## src/rtl/rtg_pkg.sv

```systemverilog
package rtg_pkg;
   localparam int NFIELD  = 9;
   localparam int F_HSW   = 0;
   localparam int F_HBP   = 1;
   localparam int F_HACT  = 2;
   localparam int F_HFP   = 3;
   localparam int F_VSW   = 4;
   localparam int F_VBP   = 5;
   localparam int F_VACT  = 6;
   localparam int F_VFP   = 7;
   localparam int F_THR   = 8;

   localparam int A_CTRL   = 0;
   localparam int A_STAT   = 1;
   localparam int A_FIELD0 = 2;
   localparam int A_LINE   = A_FIELD0 + NFIELD;

   typedef enum logic [1:0] {
      TRG_VSYNC  = 2'd0,
      TRG_ACTIVE = 2'd1,
      TRG_FPORCH = 2'd2,
      TRG_THRESH = 2'd3
   } rtg_trig_e;
endpackage

```

## src/rtl/rtg_regfile.sv

```systemverilog
module rtg_regfile import rtg_pkg::*; #(
   parameter int DW = 32,
   parameter int AW = 4,
   parameter int CW = 12,
   parameter int LW = CW + 2
) (
   input  logic                         clk,
   input  logic                         rst_n,
   input  logic                         we,
   input  logic [AW-1:0]                addr,
   input  logic [DW-1:0]                wdata,
   input  logic                         pend,
   input  logic [LW-1:0]                line_no,
   output logic [DW-1:0]                rdata,
   output logic                         en_q,
   output logic                         gie_q,
   output logic                         fie_q,
   output rtg_trig_e                    sel_q,
   output logic                         clr_pend,
   output logic [NFIELD-1:0][CW-1:0]    fld_q
);
   logic unused_wdata;
   assign unused_wdata = ^wdata[DW-1:CW];

   assign clr_pend = we && (addr == AW'(A_STAT)) && wdata[0];

   always_ff @(posedge clk or negedge rst_n) begin
      if (!rst_n) begin
         en_q  <= 1'b0;
         gie_q <= 1'b0;
         fie_q <= 1'b0;
         sel_q <= TRG_VSYNC;
         fld_q <= '0;
      end else if (we) begin
         if (addr == AW'(A_CTRL)) begin
            en_q  <= wdata[0];
            gie_q <= wdata[1];
            fie_q <= wdata[2];
            sel_q <= rtg_trig_e'(wdata[4:3]);
         end
         for (int i = 0; i < NFIELD; i++) begin
            if (addr == AW'(A_FIELD0 + i)) fld_q[i] <= wdata[CW-1:0];
         end
      end
   end

   always_comb begin
      rdata = '0;
      if (addr == AW'(A_CTRL)) rdata[4:0] = {sel_q, fie_q, gie_q, en_q};
      if (addr == AW'(A_STAT)) rdata[0] = pend;
      if (addr == AW'(A_LINE)) rdata[LW-1:0] = line_no;
      for (int i = 0; i < NFIELD; i++) begin
         if (addr == AW'(A_FIELD0 + i)) rdata[CW-1:0] = fld_q[i];
      end
   end
endmodule

```

## src/rtl/rtg_axis.sv

```systemverilog
module rtg_axis #(
   parameter int CW = 12,
   parameter int LW = CW + 2
) (
   input  logic          clk,
   input  logic          rst_n,
   input  logic          clear,
   input  logic          step,
   input  logic [CW-1:0] sync_m1,
   input  logic [CW-1:0] back_m1,
   input  logic [CW-1:0] act_m1,
   input  logic [CW-1:0] front_m1,
   output logic [LW-1:0] cnt,
   output logic [LW-1:0] nxt,
   output logic          last,
   output logic          in_sync,
   output logic          in_act,
   output logic [LW-1:0] act_start,
   output logic [LW-1:0] fp_start
);
   logic [LW-1:0] sync_end;
   logic [LW-1:0] last_idx;

   assign sync_end  = LW'(sync_m1) + LW'(1);
   assign act_start = sync_end + LW'(back_m1) + LW'(1);
   assign fp_start  = act_start + LW'(act_m1) + LW'(1);
   assign last_idx  = fp_start + LW'(front_m1);

   assign last    = (cnt == last_idx);
   assign nxt     = last ? '0 : cnt + LW'(1);
   assign in_sync = (cnt < sync_end);
   assign in_act  = (cnt >= act_start) && (cnt < fp_start);

   always_ff @(posedge clk or negedge rst_n) begin
      if (!rst_n)     cnt <= '0;
      else if (clear) cnt <= '0;
      else if (step)  cnt <= nxt;
   end
endmodule

```

## src/rtl/rtg_irq.sv

```systemverilog
module rtg_irq import rtg_pkg::*; #(
   parameter int CW = 12,
   parameter int LW = CW + 2
) (
   input  logic          clk,
   input  logic          rst_n,
   input  logic          v_step,
   input  logic [LW-1:0] v_nxt,
   input  rtg_trig_e     sel,
   input  logic [LW-1:0] act_start,
   input  logic [LW-1:0] fp_start,
   input  logic [CW-1:0] thr,
   input  logic          gie,
   input  logic          fie,
   input  logic          clr,
   output logic          evt,
   output logic          pend
);
   logic [LW-1:0] target;

   always_comb begin
      unique case (sel)
         TRG_VSYNC:  target = '0;
         TRG_ACTIVE: target = act_start;
         TRG_FPORCH: target = fp_start;
         default:    target = act_start + LW'(thr);
      endcase
   end

   assign evt = v_step && (v_nxt == target);

   always_ff @(posedge clk or negedge rst_n) begin
      if (!rst_n)                 pend <= 1'b0;
      else if (evt && gie && fie) pend <= 1'b1;
      else if (clr)               pend <= 1'b0;
   end
endmodule

```

## src/rtl/rtg_top.sv

```systemverilog
module rtg_top import rtg_pkg::*; #(
   parameter int DW        = 32,
   parameter int AW        = 4,
   parameter int CW        = 12,
   parameter bit SHADOW_EN = 1'b1,
   localparam int LW       = CW + 2
) (
   input  logic          clk,
   input  logic          rst_n,
   input  logic          pix_en,
   input  logic          reg_we,
   input  logic [AW-1:0] reg_addr,
   input  logic [DW-1:0] reg_wdata,
   output logic [DW-1:0] reg_rdata,
   output logic          hsync,
   output logic          vsync,
   output logic          hblank,
   output logic          vblank,
   output logic          de,
   output logic [LW-1:0] line_no,
   output logic          irq
);
   if (CW < 2) begin : g_bad_cw
      $error("rtg_top: CW must be at least 2");
   end
   if (AW < 4) begin : g_bad_aw
      $error("rtg_top: AW must be at least 4");
   end
   if (DW < LW) begin : g_bad_dw
      $error("rtg_top: DW must hold the line count");
   end

   logic                      en_q, gie_q, fie_q, clr_pend, irq_evt;
   rtg_trig_e                 sel_q;
   logic [NFIELD-1:0][CW-1:0] fld_q, shd;
   logic                      shd_load;
   logic                      h_step, h_last, h_sync, h_act;
   logic                      v_step, v_last, v_sync, v_act;
   logic [LW-1:0]             h_cnt, v_cnt, v_nxt, v_act_start, v_fp_start;
   logic [LW-1:0]             h_nxt_unused, h_as_unused, h_fs_unused;

   rtg_regfile #(.DW(DW), .AW(AW), .CW(CW), .LW(LW)) u_regs (
      .clk(clk), .rst_n(rst_n), .we(reg_we), .addr(reg_addr), .wdata(reg_wdata),
      .pend(irq), .line_no(v_cnt), .rdata(reg_rdata), .en_q(en_q), .gie_q(gie_q),
      .fie_q(fie_q), .sel_q(sel_q), .clr_pend(clr_pend), .fld_q(fld_q)
   );

   assign shd_load = !en_q || (v_step && v_last);

   if (SHADOW_EN) begin : g_shadow
      always_ff @(posedge clk or negedge rst_n) begin
         if (!rst_n)        shd <= '0;
         else if (shd_load) shd <= fld_q;
      end
   end else begin : g_live
      logic unused_load;
      assign unused_load = shd_load;
      assign shd = fld_q;
   end

   assign h_step = en_q && pix_en;
   assign v_step = h_step && h_last;

   rtg_axis #(.CW(CW), .LW(LW)) u_hax (
      .clk(clk), .rst_n(rst_n), .clear(!en_q), .step(h_step),
      .sync_m1(shd[F_HSW]), .back_m1(shd[F_HBP]), .act_m1(shd[F_HACT]), .front_m1(shd[F_HFP]),
      .cnt(h_cnt), .nxt(h_nxt_unused), .last(h_last), .in_sync(h_sync), .in_act(h_act),
      .act_start(h_as_unused), .fp_start(h_fs_unused)
   );

   rtg_axis #(.CW(CW), .LW(LW)) u_vax (
      .clk(clk), .rst_n(rst_n), .clear(!en_q), .step(v_step),
      .sync_m1(shd[F_VSW]), .back_m1(shd[F_VBP]), .act_m1(shd[F_VACT]), .front_m1(shd[F_VFP]),
      .cnt(v_cnt), .nxt(v_nxt), .last(v_last), .in_sync(v_sync), .in_act(v_act),
      .act_start(v_act_start), .fp_start(v_fp_start)
   );

   rtg_irq #(.CW(CW), .LW(LW)) u_irq (
      .clk(clk), .rst_n(rst_n), .v_step(v_step), .v_nxt(v_nxt), .sel(sel_q),
      .act_start(v_act_start), .fp_start(v_fp_start), .thr(shd[F_THR]),
      .gie(gie_q), .fie(fie_q), .clr(clr_pend), .evt(irq_evt), .pend(irq)
   );

   assign hsync   = en_q && h_sync;
   assign vsync   = en_q && v_sync;
   assign hblank  = !(en_q && h_act);
   assign vblank  = !(en_q && v_act);
   assign de      = en_q && h_act && v_act;
   assign line_no = v_cnt;
endmodule

```

## config.mk

```make
export PLATFORM = sky130hd
export DESIGN_NAME = rtg_top
export DESIGN_NICKNAME = d
export VERILOG_FILES = /design/src/rtl/rtg_pkg.sv /design/src/rtl/rtg_regfile.sv /design/src/rtl/rtg_axis.sv /design/src/rtl/rtg_irq.sv /design/src/rtl/rtg_top.sv
export SDC_FILE = /design/constraint.sdc
export NUM_CORES = 1
export LEC_CHECK = 0
export CAP_MARGIN = 20
export CELL_PAD_IN_SITES_DETAIL_PLACEMENT = 1
export CELL_PAD_IN_SITES_GLOBAL_PLACEMENT = 1
export CORE_AREA = 5 5 224 248
export DETAILED_ROUTE_END_ITERATION = 6
export DIE_AREA = 0 0 229 253
export PLACE_DENSITY = 0.64
export SYNTH_ARGS = -nofsm -noshare
export SYNTH_HDL_FRONTEND = slang
export SYNTH_SLANG_ARGS = --single-unit
```

## constraint.sdc

```tcl
create_clock -name clk -period 18.9 [get_ports clk]
set_input_delay 3.78 -clock clk [delete_from_list [all_inputs] [get_ports clk]]
set_output_delay 3.78 -clock clk [all_outputs]
set_load 0.05 [all_outputs]
```

==> results of run 1 <==
[cells in the mapped netlist, types with 6 or more instances]
| master | instances | area share [%] |
|---|---|---|
| fa_1 | 7 | 0.77 |
| nor3_1 | 33 | 0.90 |
| nor4_1 | 8 | 0.27 |
| a21oi_1 | 107 | 2.9 |
| ha_1 | 171 | 12 |
| a222oi_1 | 9 | 0.49 |
| mux2_2 | 221 | 14 |
| and3_1 | 22 | 0.75 |
| buf_2 | 10 | 0.27 |
| nand2b_1 | 26 | 0.89 |
| a22oi_1 | 23 | 0.95 |
| a211oi_1 | 17 | 0.70 |
| or2_2 | 16 | 0.55 |
| and4_1 | 6 | 0.29 |
| a211o_1 | 6 | 0.29 |
| o21ai_0 | 71 | 1.9 |
| o21a_1 | 32 | 1.3 |
| nand4_1 | 23 | 0.79 |
| a31oi_1 | 15 | 0.51 |
| nor2_1 | 94 | 1.9 |
| o22ai_1 | 7 | 0.24 |
| o211ai_1 | 15 | 0.62 |
| and2_1 | 16 | 0.55 |
| nor2b_1 | 22 | 0.75 |
| xnor2_1 | 64 | 3.1 |
| nand3_1 | 49 | 1.3 |
| o221ai_1 | 8 | 0.38 |
| inv_1 | 119 | 2.4 |
| or3_1 | 9 | 0.31 |
| buf_4 | 20 | 0.82 |
| dfrtp_1 | 250 | 34 |
| clkbuf_1 | 46 | 0.95 |
| xor2_1 | 48 | 2.3 |
| o31ai_1 | 13 | 0.53 |
| a21o_1 | 44 | 1.8 |
| nand2_1 | 105 | 2.2 |
| a221oi_1 | 8 | 0.38 |
[layout make-up]
cell class	instances	area, um2
Multi-Input combinational cell	1429	11200
Fill cell	5933	32400
Tap cell	682	853
Clock inverter	14	165
Inverter	120	450
Clock buffer	40	817
Sequential cell	250	6260
Timing Repair Buffer	72	682
[kinds of logic (layout without fill, tap and decap cells)]
kind of cell / Yosys count / after routing
buffers and inverters: 201 / 246
adder cells (fa/ha/maj): 178 / 178
flip-flops: 250 / 250
other: 1 / 18
AO/OA/AOI/OAI: 437 / 437
multiplexers: 226 / 226
XOR/XNOR: 114 / 114
AND/OR/NAND/NOR: 456 / 456
[final timing paths]
check | from | end | slack, ps | cells past startpoint
setup / recovery | reg_addr[2] | reg_rdata[2] | 7230 | 10
hold / removal | shd[15] | shd[15] | 520 | 1
setup reg to reg | shd[48] | shd[53] | 9980 | 26
hold reg to reg | shd[15] | shd[15] | 520 | 1
max in group asynchronous | rst_n | shd[20] | 14040 | 2
min in group asynchronous | rst_n | u_hax.cnt[1] | 3260 | 1
[stage by stage]
step	hold WS, ps	util [%]	area [um2]	cells	setup WS [ps]
detailed placement	501	36.8	19500	2552	7210
global placement	494	36.8	19500	2552	7270
finish	519	38.7	20500	2607	7230
CTS	520	38.7	20500	2606	7180
global route	530	38.7	20500	2607	6980
floorplan	479	-	18300	1880	8880
[per-layer routing]
| metal | share of wire [%] | wire length, um |
|---|---|---|
| met1 | 42 | 25500 |
| met2 | 50 | 30800 |
| met3 | 2.7 | 1640 |
| met4 | 5.5 | 3370 |
| met5 | 0.020 | 12 |
[registers in the layout (all words and copies together), names as in the netlist]
signal        count
shd             108
u_hax.cnt        14
u_irq.pend        1
u_regs.en_q       1
u_regs.fie_q      1
u_regs.fld_q    108
u_regs.gie_q      1
u_regs.sel_q      2
u_vax.cnt        14
==> results.sh, run 1 <==
export IMPL_cts_sinks=250
export IMPL_rows=89
export IMPL_clockRootBuffer="clkbuf_16"
export IMPL_die_w_um=229
export IMPL_syn_instance_count=1863
export IMPL_initial_core_util_pct=34.5
export IMPL_grt_start_max_net_pins=117
export IMPL_final_antenna_net_count=0
export IMPL_synth_compound_area_share_pct=16.3
export IMPL_crit_path_cell_trace="clkdlybuf4s50_1, nand2b_1, nor2_1, a222oi_1, o31ai_1, o21ai_0, a31oi_1, a211oi_1, o21ai_0, clkdlybuf4s50_1"
export IMPL_grt_overflow=0
export IMPL_cts_tree="done"
export IMPL_clk_pin_slew_ps=60
export IMPL_period_share_pct=61.8
export IMPL_fin_crit_ps=11670
export IMPL_dr_total_vias=14700
export IMPL_grt_use_total_pct=20.8
export IMPL_fp_dieArea_um2=57900
export IMPL_drt_total_wl_mm=61.3
export IMPL_die_h_um=253
export IMPL_syn_area_per_cell_um2=9.80
export IMPL_dr_pass1_iters=7
export IMPL_synthAdderAreaFrac_pct=12.5
export IMPL_rsz0062_at_grt="no"
export IMPL_clk_latency_ps=590
export IMPL_startpoint_type="input port"
export IMPL_seq_area_frac_synth_pct=34.3
export IMPL_slowest_delay_ps=870
export IMPL_worst_pin_slew_ps=1060
export IMPL_synth_area_mux_share_pct=13.9
export IMPL_yosysUniqueCellTypes=90
export IMPL_cp_num_buf_inv=2
export IMPL_worst_ep_required_time_ps=15120
export IMPL_endpoint_kind="primary output"
export IMPL_fin_nets=2120
export IMPL_grt_pass1_wl_mm=94.7
export IMPL_hold_viol_final=0
export IMPL_clock_path_buffers=3
export IMPL_cts_resized=0
export IMPL_final_common_cell="dfrtp_1"
export IMPL_met1_usage_pct=25.1
export IMPL_layout_common_cells="dfrtp_1, mux2_2, ha_1"
export IMPL_cap_violations=0
export IMPL_slowest_stage="clkdlybuf4s50_1"
export IMPL_status="completed"
export IMPL_max_freq_ghz=0.0857
export IMPL_hpwlAfterDp_mm=47.9
export IMPL_drive_above_1_share_pct=16.7
export IMPL_fin_skew_ps=35.8
export IMPL_synth_ff_type="dfrtp_1"
export IMPL_synth_top_family_by_area="compound AO/OA/AOI/OAI gates"
export IMPL_met2_usage_pct=37.6
export IMPL_tns_ps=0
export IMPL_antenna_found_initial=1
export IMPL_syn_area_um2=18300
export IMPL_maxSlewViolCount=0
export IMPL_crit_type="in -> out"
export IMPL_yosys_area_share_simple_pct=12.7
export IMPL_drc=0
export IMPL_hold_class="reg -> reg"
export IMPL_cp_top_family="buffers and inverters"
export IMPL_htreeDepth=1
export IMPL_areaGrowthSynthToFinish_pct=12.1
export IMPL_ys_ff_latch=250
export IMPL_grt_most_used_layer="met2"
export IMPL_port_buffers=53
export IMPL_vias_per_cell=5.62
export IMPL_synth_edf_count=0
export IMPL_synth_warnings=0
export IMPL_slew_headroom_pct=29.3
export IMPL_met3_usage_pct=1.97
export IMPL_postCtsHoldBufs=0
export IMPL_setup_violations=0
export IMPL_cp_arrival_ps=7890
export IMPL_wl_per_cell_um=23.5
export IMPL_coreArea_um2=52900
export IMPL_ios=92
export IMPL_async_reset_ff_share_pct=100
export IMPL_drt_iter0_markers=836
export IMPL_cp_max_fo=14
export IMPL_place_gp_congestion=0.894
export IMPL_grt_pass1_vias=15600
export IMPL_synth_xor_area_share_pct=5.62
export IMPL_diodes=0
export IMPL_numCtsBuffers=29
export IMPL_post_cts_buffers=0
Power of run 1 is not shown: default switching activity piles up to over one toggle a cycle in this logic, so the estimate is an artifact.
==> run 2: changes to the inputs <==
==> constraint.sdc (replaced) <==
create_clock -name clk -period 11.5 [get_ports clk]
set_input_delay 2.3 -clock clk [delete_from_list [all_inputs] [get_ports clk]]
set_output_delay 2.3 -clock clk [all_outputs]
set_load 0.05 [all_outputs]
==> results.sh, run 2 (synthesis gave the netlist of run 1 again) <==
export IMPL_status="completed"
export IMPL_dr_total_vias=14800
export IMPL_die_w_um=229
export IMPL_port_buffers=53
export IMPL_final_antenna_net_count=0
export IMPL_coreArea_um2=52900
export IMPL_die_h_um=253
export IMPL_antenna_found_initial=0
export IMPL_htreeDepth=1
export IMPL_fin_nets=2120
export IMPL_place_gp_congestion=0.915
export IMPL_tns_ps=0
export IMPL_diodes=0
export IMPL_initial_core_util_pct=34.5
export IMPL_layout_common_cells="dfrtp_1, mux2_2, ha_1"
export IMPL_drc=0
export IMPL_fin_skew_ps=14.5
export IMPL_grt_pass1_vias=15900
export IMPL_cts_sinks=250
export IMPL_setup_violations=0
export IMPL_hpwlAfterDp_mm=48.0
export IMPL_startpoint_type="flip-flop"
export IMPL_top_regs="shd x108, u_regs.fld_q x108"
export IMPL_rsz0062_at_grt="no"
export IMPL_final_common_cell="dfrtp_1"
export IMPL_vias_per_cell=5.66
export IMPL_areaGrowthSynthToFinish_pct=12.3
export IMPL_post_cts_buffers=0
export IMPL_clk_pin_slew_ps=60
export IMPL_fin_crit_ps=9670
export IMPL_drt_iter0_markers=779
export IMPL_setup_ws_ps=1830
export IMPL_worst_pin_slew_ps=1050
export IMPL_grt_use_total_pct=21.0
export IMPL_hold_class="reg -> reg"
export IMPL_cts_resized=0
export IMPL_drive_above_1_share_pct=16.8
export IMPL_numCtsBuffers=30
export IMPL_drt_total_wl_mm=61.6
export IMPL_grt_pass1_wl_mm=95.7
export IMPL_rows=89
export IMPL_cts_tree="done"
export IMPL_wl_per_cell_um=23.6
export IMPL_postCtsHoldBufs=0
export IMPL_grt_overflow=0
export IMPL_cap_violations=0
export IMPL_clk_latency_ps=580
export IMPL_clock_path_buffers=3
export IMPL_fp_dieArea_um2=57900
export IMPL_slew_headroom_pct=29.5
export IMPL_worst_ep_required_time_ps=9200
export IMPL_cp_arrival_ps=7370
export IMPL_period_share_pct=84.1
export IMPL_clockRootBuffer="clkbuf_16"
export IMPL_endpoint_kind="primary output"
export IMPL_crit_type="reg -> out"
export IMPL_max_freq_ghz=0.103
export IMPL_ios=92
export IMPL_dr_pass1_iters=5
export IMPL_grt_start_max_net_pins=119
export IMPL_hold_viol_final=0
export IMPL_post_place_ws_ps=2280
export IMPL_cp_max_fo=8
export IMPL_maxSlewViolCount=0
run 2: final cells by class:
class / instances / area (um2)
Fill cell: 5948 / 32400
Inverter: 120 / 450
Multi-Input combinational cell: 1429 / 11200
Sequential cell: 250 / 6260
Tap cell: 682 / 853
Timing Repair Buffer: 71 / 671
Clock inverter: 14 / 158
Clock buffer: 42 / 867
run 2: per-stage QoR:
step	instances	hold slack [ps]	area [um2]	util, %
4_1_cts	2608	513	20500	38.8
3_3_place_gp	2552	495	19500	36.8
3_5_place_dp	2552	500	19500	36.8
2_1_floorplan	1880	479	18300	-
5_1_grt	2608	531	20500	38.8
6_report	2608	512	20500	38.8
run 2: final timing paths:
kind | start | endpoint | slack, ps | depth (start not counted)
max | shd[0] | de | 1830 | 22
min | shd[60] | shd[60] | 510 | 1
max reg2reg | shd[48] | shd[75] | 2560 | 25
min reg2reg | shd[60] | shd[60] | 510 | 1
max in group asynchronous | rst_n | u_vax.cnt[7] | 8150 | 2
min in group asynchronous | rst_n | shd[40] | 1820 | 1
run 2: worst max-delay path: stages (launching register included):
cell,delay (ps)
dfrtp_1,420
nand3_1,180
nor2_1,150
xor2_1,230
ha_1,350
and3_1,220
a221o_1,400
or2_2,320
a21o_1,180
a21o_1,170
xor2_1,200
ha_1,300
a21oi_1,280
nor2b_1,80
a311oi_1,390
o21ai_0,200
xor2_1,510
ha_1,360
a21o_1,170
a211oi_1,240
o211ai_1,270
nor3_1,330
clkdlybuf4s50_1,850
run 2: layer usage:
| metal | GRT usage [%] | up-vias | wire [um] |
|---|---|---|---|
| met1 | 25.3 | 7520 | 25800 |
| met5 | 0 | - | 0 |
| met4 | 9.50 | 0 | 3350 |
| met2 | 38.0 | 253 | 31000 |
| met3 | 1.94 | 113 | 1470 |
| li1 | - | 6884 | - |
Power of run 2 is left out for the same reason.
